<file path="config.mk">
export PLATFORM = sky130hd
export DESIGN_NAME = branch_cycle_codec
export DESIGN_NICKNAME = d
export VERILOG_FILES = /design/src/rtl/branch_cycle_codec.sv
export SDC_FILE = /design/constraint.sdc
export NUM_CORES = 1
export LEC_CHECK = 0
export ABC_AREA = 1
export BUFFER_PORTS_ARGS = -buffer_cell sky130_fd_sc_hd__buf_4
export CAP_MARGIN = 20
export CORE_AREA = 2 2 75 77
export DETAILED_ROUTE_END_ITERATION = 10
export DIE_AREA = 0 0 77 79
export GPL_ROUTABILITY_DRIVEN = 0
export PLACE_DENSITY_LB_ADDON = 0.15
export SLEW_MARGIN = 20
export SYNTH_ARGS = -nofsm -noshare
export SYNTH_HDL_FRONTEND = slang
export SYNTH_SLANG_ARGS = --single-unit
</file>
<file path="constraint.sdc">
create_clock -name clk -period 7.2 [get_ports clk]
set_clock_uncertainty 0.15 [all_clocks]
set_input_delay 1.8 -clock clk [delete_from_list [all_inputs] [get_ports clk]]
set_output_delay 1.8 -clock clk [all_outputs]
set_load 0.02 [all_outputs]
</file>
<file path="src/rtl/branch_cycle_codec.sv">
module branch_cycle_codec #(
  parameter int CNT_W = 16,
  parameter int DEC_W = 32
) (
  input  logic             clk,
  input  logic             rst_n,
  input  logic             branch_i,
  input  logic             cnt_valid_i,
  output logic             rec_valid_o,
  output logic [13:0]      rec_code_o,
  output logic             rec_unknown_o,
  input  logic [13:0]      dec_code_i,
  input  logic             dec_unknown_i,
  output logic [DEC_W-1:0] dec_count_o
);
  localparam int              IDX_W    = $clog2(CNT_W);
  localparam logic [CNT_W-1:0] CNT_SAT = '1;
  localparam logic [13:0]     OVF_CODE = '1;
  localparam logic [5:0]      DEC_EMAX = 6'(DEC_W - 8);

  logic [CNT_W-1:0] cnt;
  logic             unk_pend;
  logic [IDX_W-1:0] top;
  logic [CNT_W-1:0] norm;
  logic [13:0]      enc_code;

  always_comb begin
    top = '0;
    for (int i = 0; i < CNT_W; i++)
      if (cnt[i]) top = IDX_W'(i);
  end

  assign norm = cnt >> (top - IDX_W'(8));

  always_comb begin
    if (cnt == CNT_SAT)
      enc_code = OVF_CODE;
    else if (cnt[CNT_W-1:8] == '0)
      enc_code = {6'd0, cnt[7:0]};
    else
      enc_code = {6'(top) - 6'd7, norm[7:0]};
  end

  always_ff @(posedge clk) begin
    if (!rst_n) begin
      cnt           <= CNT_W'(1);
      unk_pend      <= 1'b1;
      rec_valid_o   <= 1'b0;
      rec_code_o    <= '0;
      rec_unknown_o <= 1'b0;
    end else begin
      rec_valid_o <= branch_i;
      if (branch_i) begin
        rec_code_o    <= enc_code;
        rec_unknown_o <= unk_pend | ~cnt_valid_i;
        unk_pend      <= 1'b0;
        cnt           <= CNT_W'(1);
      end else begin
        if (!cnt_valid_i) unk_pend <= 1'b1;
        if (cnt != CNT_SAT) cnt <= cnt + CNT_W'(1);
      end
    end
  end

  logic [5:0] dec_e;
  logic [7:0] dec_m;
  assign dec_e = dec_code_i[13:8];
  assign dec_m = dec_code_i[7:0];

  always_comb begin
    if (dec_unknown_i)
      dec_count_o = '0;
    else if (dec_code_i == OVF_CODE)
      dec_count_o = '1;
    else if (dec_e == 6'd0)
      dec_count_o = DEC_W'(dec_m);
    else if (dec_e > DEC_EMAX)
      dec_count_o = '1;
    else
      dec_count_o = DEC_W'({1'b1, dec_m}) << (dec_e - 6'd1);
  end
endmodule

</file>
==> impl_metrics.py, run 1 <==
metrics = {
    "worst_setup_path": {
        "critPathSlowestCell": "o21ai_0",
        "crit_chain": "buf_4, inv_2, ha_1, or2_2, nand2_1, inv_1, o21ai_0, o21ai_0, inv_1, nand2_1, a211oi_1, buf_4",
        "crit_start": "dec_code_i[8]",
        "cp_max_fo": 14,
        "max_stage_delay_ps": 350,
        "cp-end-kind": "output port",
        "r2r_start": "cnt[0]",
        "worstPathRequired_ps": 5250,
        "startpoint_type": "input port",
        "crit_arrival_ps": 4110,
        "path_class": "in -> out",
    },
    "route": {
        "wl_per_cell_um": 13.08,
        "drt_iter0_markers": 322,
        "routed_wl_mm": 8.633,
        "viasPerCell": 5.683,
        "route.detailed.drc": 0,
        "vias": 3751,
        "ant_nets": 0,
        "firstDrtPassIters": 7,
    },
    "grt": {
        "grt_max_degree": 33,
        "grt_antenna_before_repair": 0,
        "gr-total-overflow": 0,
        "track_usage_pct": 29.16,
        "grt_pass1_vias": 3384,
        "grt_pass1_wl_mm": 14.72,
    },
    "logic_synthesis": {
        "async_flop_share_pct": 0,
        "synth_top_area_share_pct": 20.77,
        "ys_seq_elements": 32,
        "synthesis.nets": 558,
        "yosys_warnings": 0,
        "netlist_top_cells_count": "130 x nand2_1, 63 x nand3_1, 55 x inv_1, 50 x nor2_1, 48 x o21ai_0",
        "ys_seq_area_share_pct": 20.77,
        "synthFlopType": "dfxtp_1",
        "synth_most_common_cell": "nand2_1",
        "netlist_area_sq_um": 3084,
        "synth.top_cells.by_area": "dfxtp_1 21%, nand2_1 16%, nand3_1 10%",
        "synth-edff-count": 0,
        "synth_area_leader_cell": "dfxtp_1",
        "syn_inst": 535,
        "syn_area_per_cell_sq_um": 5.765,
        "ys_types": 38,
    },
    "power": {
        "seqPwrFrac_pct": 34.7,
        "powerDensity_nw_per_um2": 142.7,
        "ir_drop_mv": 0.1446,
        "clock_power_share_pct": 32.8,
        "switching_share_pct": 34.65,
        "p_switching_mw": 0.1822,
        "leakage_nw": 1.809,
        "p_int_mw": 0.3438,
        "combPwrFrac_pct": 32.5,
    },
    "floorplanning": {
        "coreArea_sq_um": 5338,
        "initial_core_util_pct": 57.78,
        "die_area_sq_um": 6083,
        "die_w_um": 77,
        "rows": 27,
        "boundaryPins": 67,
        "die_y_um": 79,
    },
    "timing": {
        "setup_viol": 0,
        "hold_viol": 0,
        "fin_crit_sh_pct": 84.12,
        "tns_ps": 0,
        "min_period_ps": 6056,
        "drv_slew": 0,
        "worst_pin_slew_ps": 738.6,
        "rsz0062_at_grt": "false",
        "slew_headroom_pct": 50.58,
        "max_freq_ghz": 0.1651,
    },
    "final_layout": {
        "fin_area_sq_um": 3686,
        "layout.nets": 610,
        "drive_above_1_share_pct": 18.54,
        "area_growth_pct": 19.51,
        "antenna-diode-count": 0,
        "num-fill-cells": 497,
    },
    "worst_hold_path": {
        "hold_class": "reg -> reg",
        "hp-start": "rec_code_o[7]",
    },
    "clock_network": {
        "clock-sinks": 32,
        "clock_tree.root_cell": "clkbuf_8",
        "cts_buffer_depth": 2,
        "cts-resized-gates": 0,
        "cts_setup_buffers": 0,
        "cts_made_buffers": 5,
        "path_clk_slew_ps": 60,
        "clk_latency_ps": 290,
        "h-tree-depth": 2,
        "cts_tree": "built",
        "hold_buffers": 0,
    },
    "placement": {
        "dp_hpwl_mm": 6.713,
        "portBuffers": 66,
        "post_dp_cell_area_sq_um": 3578,
    },
    "job": {
        "cap_viol_max_count": 0,
    },
    "status": {
        "status": "finished, final reports clean",
    },
}
## power by group through the flow
stage          Clock, mW  Sequential, mW  Combinational, mW
6_report           0.172           0.183              0.171
3_5_place_dp           0           0.187              0.169
5_1_grt            0.180           0.183              0.190
3_3_place_gp           0           0.186              0.166
4_1_cts            0.172           0.183              0.169
2_1_floorplan          0           0.189              0.113
## critical path: cells and delay by family
family	cells	cell delay [ps]
and+or+nand+nor	3	640
adders and majority gates	1	220
AOI/OAI and AO/OA	3	680
buffers and inverters	5	760
## path summary, 6_finish.rpt
kind,end,slack (ps),depth (start not counted)
worst max-delay path,dec_count_o[28],1140,12
worst min-delay path,rec_code_o[7],310,2
worst max register to register,cnt[11],4750,15
worst min register to register,rec_code_o[7],310,2
## per-layer routing
metal / part of all wire [%] / up-vias / track usage [%] / wire (um)
li1: - / 1870 / - / -
met4: 3.0 / 0 / 12.50 / 260
met5: 0 / - / 0 / 0
met1: 39 / 1693 / 32.06 / 3404
met2: 51 / 160 / 55.35 / 4407
met3: 6.5 / 28 / 4.773 / 561
## layout by cell type, fill, tap and decap left out, types with 2 or more instances in the layout
| master | instances |
|---|---|
| inv_2 | 12 |
| o21ai_1 | 12 |
| mux2i_1 | 6 |
| o211ai_1 | 4 |
| xor2_1 | 7 |
| nor2_4 | 2 |
| a21oi_1 | 32 |
| dfxtp_1 | 32 |
| buf_4 | 68 |
| or2_2 | 3 |
| nand3_2 | 4 |
| nand2_1 | 130 |
| ha_1 | 4 |
| a211oi_1 | 6 |
| inv_1 | 55 |
| nand2_4 | 2 |
| o21ai_0 | 48 |
| a22oi_1 | 2 |
| nand4_1 | 2 |
| nand3_1 | 63 |
| clkbuf_8 | 5 |
| a221oi_1 | 6 |
| nor3_1 | 11 |
| a311oi_1 | 2 |
| nand2_2 | 7 |
| nor2_1 | 50 |
## final cells by class
class,count,area [sq um],share of cell area (%)
multi-input cells,412,2082,56.48
clock buffers,6,72.57,1.969
repair buffers,68,510.5,13.85
clock inverters,2,35.03,0.9504
inverters,68,255.2,6.925
flip-flops and latches,32,640.6,17.38
well taps,72,90.09,2.444
## kinds of logic (layout without fill, tap and decap cells)
| group | Yosys count | count (layout) | synth area share, % |
|---|---|---|---|
| compound gates | 114 | 114 | 20.85 |
| mux | 6 | 6 | 1.947 |
| buf+inv | 91 | 144 | 11.72 |
| xor+xnor | 9 | 9 | 2.799 |
| fa+ha+maj | 4 | 4 | 1.623 |
| flops | 32 | 32 | 20.77 |
| simple gates | 279 | 279 | 40.28 |
## stage by stage
step	setup WS, ps	cells	utilization, %	total power [mW]	hold slack, ps
final	1144	660	69.06	0.5260	306.5
after global routing	856.0	660	69.06	0.5531	332.4
after CTS	1165	660	69.06	0.5239	314.4
after detailed placement	1162	652	67.04	0.3551	299.4
after global placement	1246	652	67.04	0.3527	289.8
after floorplan	1598	535	-	0.3017	315.5
## registers in the layout, summed over array words and instances, names as in the netlist
signal / cells
cnt: 16
rec_code_o: 13
rec_unknown_o: 1
rec_valid_o: 1
unk_pend: 1
No activity file was read; power rests on OpenSTA's default activity.
==> run 2: changes to the inputs <==
- CORE_AREA: 2 2 75 77 -> 2 2 78 80
- DIE_AREA: 0 0 77 79 -> 0 0 80 82
- clock period: 7.2 -> 6.1 ns (I/O delays scaled with it)
==> impl_metrics.py, run 2 (same netlist as run 1, synthesis figures left out) <==
metrics = {
    "status": {
        "status": "finished, final reports clean",
    },
    "final_layout": {
        "reg.largest.list": "cnt x16, rec_code_o x13",
        "final_cell_mix": "130 x nand2_1, 68 x buf_4, 63 x nand3_1, 55 x inv_1, 50 x nor2_1",
        "largest_register": "cnt",
        "antenna-diode-count": 0,
        "largest_register_ffs": 16,
        "final_common_cell": "nand2_1",
        "area_growth_pct": 19.63,
        "num-fill-cells": 596,
        "fin_cells": 663,
        "fin_area_sq_um": 3690,
        "layout.nets": 610,
        "drive_above_1_share_pct": 18.54,
    },
    "timing": {
        "worst_pin_slew_ps": 751.2,
        "min_period_ps": 5530,
        "fin_crit_sh_pct": 90.65,
        "slew_headroom_pct": 49.88,
        "drv_slew": 0,
        "setup_ws_ps": 570.2,
        "tns_ps": 0,
        "setup_viol": 0,
        "rsz0062_at_grt": "false",
        "hold_viol": 0,
        "max_freq_ghz": 0.1808,
    },
    "worst_setup_path": {
        "r2r_start": "cnt[5]",
        "worstPathRequired_ps": 4430,
        "cp_num_buf_inv": 5,
        "crit_family": "buffers and inverters",
        "cp_max_fo": 14,
        "cp-end-kind": "output port",
        "max_stage_delay_ps": 340,
        "crit_arrival_ps": 3850,
        "path_class": "in -> out",
        "crit_chain": "buf_4, inv_2, ha_1, or2_2, nand2_1, inv_1, o21ai_0, o21ai_0, inv_1, nand2_1, a211oi_1, buf_4",
        "critPathSlowestCell": "o21ai_0",
        "crit_start": "dec_code_i[8]",
        "startpoint_type": "input port",
    },
    "power": {
        "combPwrFrac_pct": 32.8,
        "ir_drop_mv": 0.3013,
        "clock_power_share_pct": 32.6,
        "seqPwrFrac_pct": 34.6,
        "p_switching_mw": 0.2169,
        "switching_share_pct": 34.84,
        "p_int_mw": 0.4056,
        "powerDensity_nw_per_um2": 168.7,
        "leakage_nw": 1.809,
    },
    "route": {
        "vias": 3781,
        "met3_wirelength_um": 552,
        "wl_met1_mm": 3.662,
        "drt_iter0_markers": 193,
        "routed_wl_mm": 9.094,
        "viasPerCell": 5.703,
        "firstDrtPassIters": 5,
        "route.detailed.drc": 0,
        "wl_per_cell_um": 13.72,
        "highest_layer": "met4",
        "ant_nets": 0,
        "dr_wl_met2_mm": 4.601,
    },
    "worst_hold_path": {
        "hp-start": "rec_code_o[5]",
        "hold_class": "reg -> reg",
    },
    "clock_network": {
        "clock_tree.root_cell": "clkbuf_8",
        "clk_latency_ps": 290,
        "cts_tree": "built",
        "cts-resized-gates": 0,
        "clock-sinks": 32,
        "hold_buffers": 0,
        "cts_buffer_depth": 2,
        "path_clk_slew_ps": 70,
        "cts_made_buffers": 5,
        "h-tree-depth": 2,
        "cts_setup_buffers": 0,
    },
    "grt": {
        "grt_pass1_vias": 3314,
        "grt_max_degree": 33,
        "track_usage_pct": 28.05,
        "grt_antenna_before_repair": 0,
        "grt_pass1_wl_mm": 14.84,
        "gr-total-overflow": 0,
    },
    "placement": {
        "portBuffers": 66,
        "place_ws_ps": 583.7,
        "post_dp_cell_area_sq_um": 3582,
        "placed_cells": 655,
        "dp_hpwl_mm": 6.897,
    },
    "floorplanning": {
        "die_w_um": 80,
        "rows": 28,
        "initial_core_util_pct": 53.68,
        "boundaryPins": 67,
        "coreArea_sq_um": 5746,
        "die_y_um": 82,
        "die_area_sq_um": 6560,
    },
    "job": {
        "cap_viol_max_count": 0,
    },
}
[run 2: cell type report]
type,count,area [sq um],area share (%)
sequential,32,640.6,17.36
tap,75,93.84,2.543
timing repair buffer,68,510.5,13.84
multi-input combinational,412,2082,56.43
clock buffer,6,72.57,1.967
clock inverter,2,35.03,0.9495
inverter,68,255.2,6.918
[run 2: metal layers]
metal,up-vias,track usage [%]
li1,1870,-
met1,1722,32.38
met2,158,51.92
met3,31,3.736
met4,0,11.69
met5,-,0
[run 2: power by group through the flow]
stage	Clock, mW	Sequential, mW	Combinational [mW]
final	0.203	0.215	0.204
after CTS	0.203	0.215	0.201
after detailed placement	0	0.220	0.201
after global routing	0.213	0.216	0.225
after floorplan	0	0.223	0.134
after global placement	0	0.220	0.197
[run 2: worst paths after layout]
path / slack (ps) / to / depth (start not counted)
worst min-delay path: 310 / rec_code_o[5] / 2
worst min register to register: 310 / rec_code_o[5] / 2
worst max-delay path: 570 / dec_count_o[28] / 12
worst max register to register: 3610 / rec_code_o[5] / 13
[run 2: stage by stage]
stage | util [%] | total power [mW] | hold slack, ps
after detailed placement | 62.35 | 0.4209 | 295.5
final | 64.22 | 0.6225 | 309.8
after global routing | 64.22 | 0.6541 | 338.7
after floorplan | - | 0.3562 | 315.5
after global placement | 62.35 | 0.4173 | 290.2
after CTS | 64.22 | 0.6199 | 309.1
[run 2: worst register-to-register path, stage by stage (launching register included)]
cell and delay, ps:
dfxtp_1 440, inv_2 110, o211ai_1 100, nand3_1 110, nand2_1 70, nand2_1 40
nand3_1 60, nand2_1 290, inv_1 450, nand3_1 180, nand3_1 100, nand3_1 150
nand2_1 90, nand2_1 50
==> run 3: changes to the inputs <==
- BUFFER_PORTS_ARGS: -buffer_cell sky130_fd_sc_hd__buf_4 -> -buffer_cell sky130_fd_sc_hd__buf_2
==> impl_metrics.py, run 3 (same netlist as run 1, synthesis figures left out) <==
metrics = {
    "final_layout": {
        "area_growth_pct": 13.83,
        "fin_area_sq_um": 3511,
        "fin_cells": 663,
        "final_common_cell": "nand2_1",
        "drive_above_1_share_pct": 18.54,
        "reg.largest.list": "cnt x16, rec_code_o x13",
        "final_cell_mix": "130 x nand2_1, 66 x buf_2, 63 x nand3_1, 55 x inv_1, 50 x nor2_1",
        "num-fill-cells": 584,
        "multiInputGateArea_sq_um": 2082,
        "antenna-diode-count": 0,
        "largest_register": "cnt",
        "ff_latch_area_sq_um": 640.6,
        "largest_register_ffs": 16,
        "layout.nets": 610,
    },
    "floorplanning": {
        "boundaryPins": 67,
        "initial_core_util_pct": 53.68,
        "die_area_sq_um": 6560,
        "coreArea_sq_um": 5746,
        "rows": 28,
        "die_w_um": 80,
        "die_y_um": 82,
    },
    "clock_network": {
        "cts_made_buffers": 5,
        "cts-resized-gates": 0,
        "cts_setup_buffers": 0,
        "clk_latency_ps": 290,
        "path_clk_slew_ps": 70,
        "h-tree-depth": 2,
        "cts_tree": "built",
        "clock_tree.root_cell": "clkbuf_8",
        "cts_buffer_depth": 2,
        "hold_buffers": 0,
        "clock-sinks": 32,
    },
    "grt": {
        "track_usage_pct": 26.99,
        "gr-total-overflow": 0,
        "met2_usage_pct": 49.25,
        "gr-usage-met1_pct": 31.80,
        "grt_pass1_vias": 3209,
        "grt_antenna_before_repair": 0,
        "grt_pass1_wl_mm": 14.22,
        "grt_use_met3_pct": 3.846,
        "busiest_layer": "met2",
        "grt_max_degree": 33,
    },
    "route": {
        "vias": 3697,
        "route.detailed.drc": 0,
        "routed_wl_mm": 8.723,
        "drt_iter0_markers": 185,
        "ant_nets": 0,
        "wl_per_cell_um": 13.16,
        "viasPerCell": 5.576,
        "firstDrtPassIters": 5,
    },
    "worst_setup_path": {
        "r2r_start": "cnt[3]",
        "crit_start": "dec_code_i[8]",
        "path_class": "in -> out",
        "startpoint_type": "input port",
        "cp_max_fo": 14,
        "cp-end-kind": "output port",
        "worstPathRequired_ps": 4430,
        "crit_chain": "buf_2, inv_2, ha_1, or2_2, nand2_1, inv_1, o21ai_0, o21ai_0, inv_1, nand2_1, a211oi_1, buf_2",
        "max_stage_delay_ps": 360,
        "crit_arrival_ps": 3960,
        "critPathSlowestCell": "o21ai_0",
    },
    "placement": {
        "placed_cells": 655,
        "dp_hpwl_mm": 6.666,
        "post_dp_cell_area_sq_um": 3417,
        "place_ws_ps": 506.5,
        "portBuffers": 66,
    },
    "timing": {
        "min_period_ps": 5637,
        "setup_ws_ps": 463.4,
        "setup_viol": 0,
        "worst_pin_slew_ps": 736.5,
        "slew_headroom_pct": 50.86,
        "drv_slew": 0,
        "tns_ps": 0,
        "rsz0062_at_grt": "false",
        "max_freq_ghz": 0.1774,
        "hold_viol": 0,
        "fin_crit_sh_pct": 92.40,
    },
    "power": {
        "powerDensity_nw_per_um2": 164.3,
        "ir_drop_mv": 0.1429,
        "power_mw": 0.5770,
        "leakage_nw": 1.767,
    },
    "worst_hold_path": {
        "hold_class": "reg -> reg",
        "hp-start": "rec_code_o[5]",
    },
    "status": {
        "status": "finished, final reports clean",
    },
    "job": {
        "cap_viol_max_count": 0,
    },
}
-- run 3: layout make-up --
cell class	instances	share of cell area, %
Multi-Input combinational cell	412	59.30
Sequential cell	32	18.25
Clock inverter	1	0.2138
Timing Repair Buffer	68	9.836
Tap cell	75	2.673
Inverter	68	7.270
Clock buffer	7	2.459
-- run 3: report_power, final --
group / leakage (nW) / switching [mW] / internal, mW / total [mW]
logic: 1.46 / 0.130 / 0.0581 / 0.188
registers: 0.260 / 0.00263 / 0.213 / 0.215
clock network: 0.0445 / 0.0821 / 0.0916 / 0.174
total: 1.77 / 0.214 / 0.363 / 0.577
-- run 3: metrics by stage --
step                      util (%)  hold slack (ps)
after detailed placement     59.47            286.3
after CTS                    61.11            302.4
after floorplan                  -            315.5
final                        61.11            297.8
after global routing         61.11            325.8
after global placement       59.47            283.4
-- run 3: final timing paths --
path / slack, ps / cells after the start / to
max reg2reg: 3680 / 16 / rec_code_o[9]
min: 300 / 2 / rec_code_o[5]
min reg2reg: 300 / 2 / rec_code_o[5]
max: 460 / 12 / dec_count_o[28]
-- run 3: critical path: cells and delay by family --
kind / cells / cell delay, ps
AOI/OAI and AO/OA: 3 / 690
and+or+nand+nor: 3 / 630
adders and majority gates: 1 / 230
buffers and inverters: 5 / 870
-- run 3: metal layers --
layer,routed length (um),share of wire [%]
met5,0,0
met2,4333,50
met1,3612,41
met4,197,2.3
met3,580,6.6
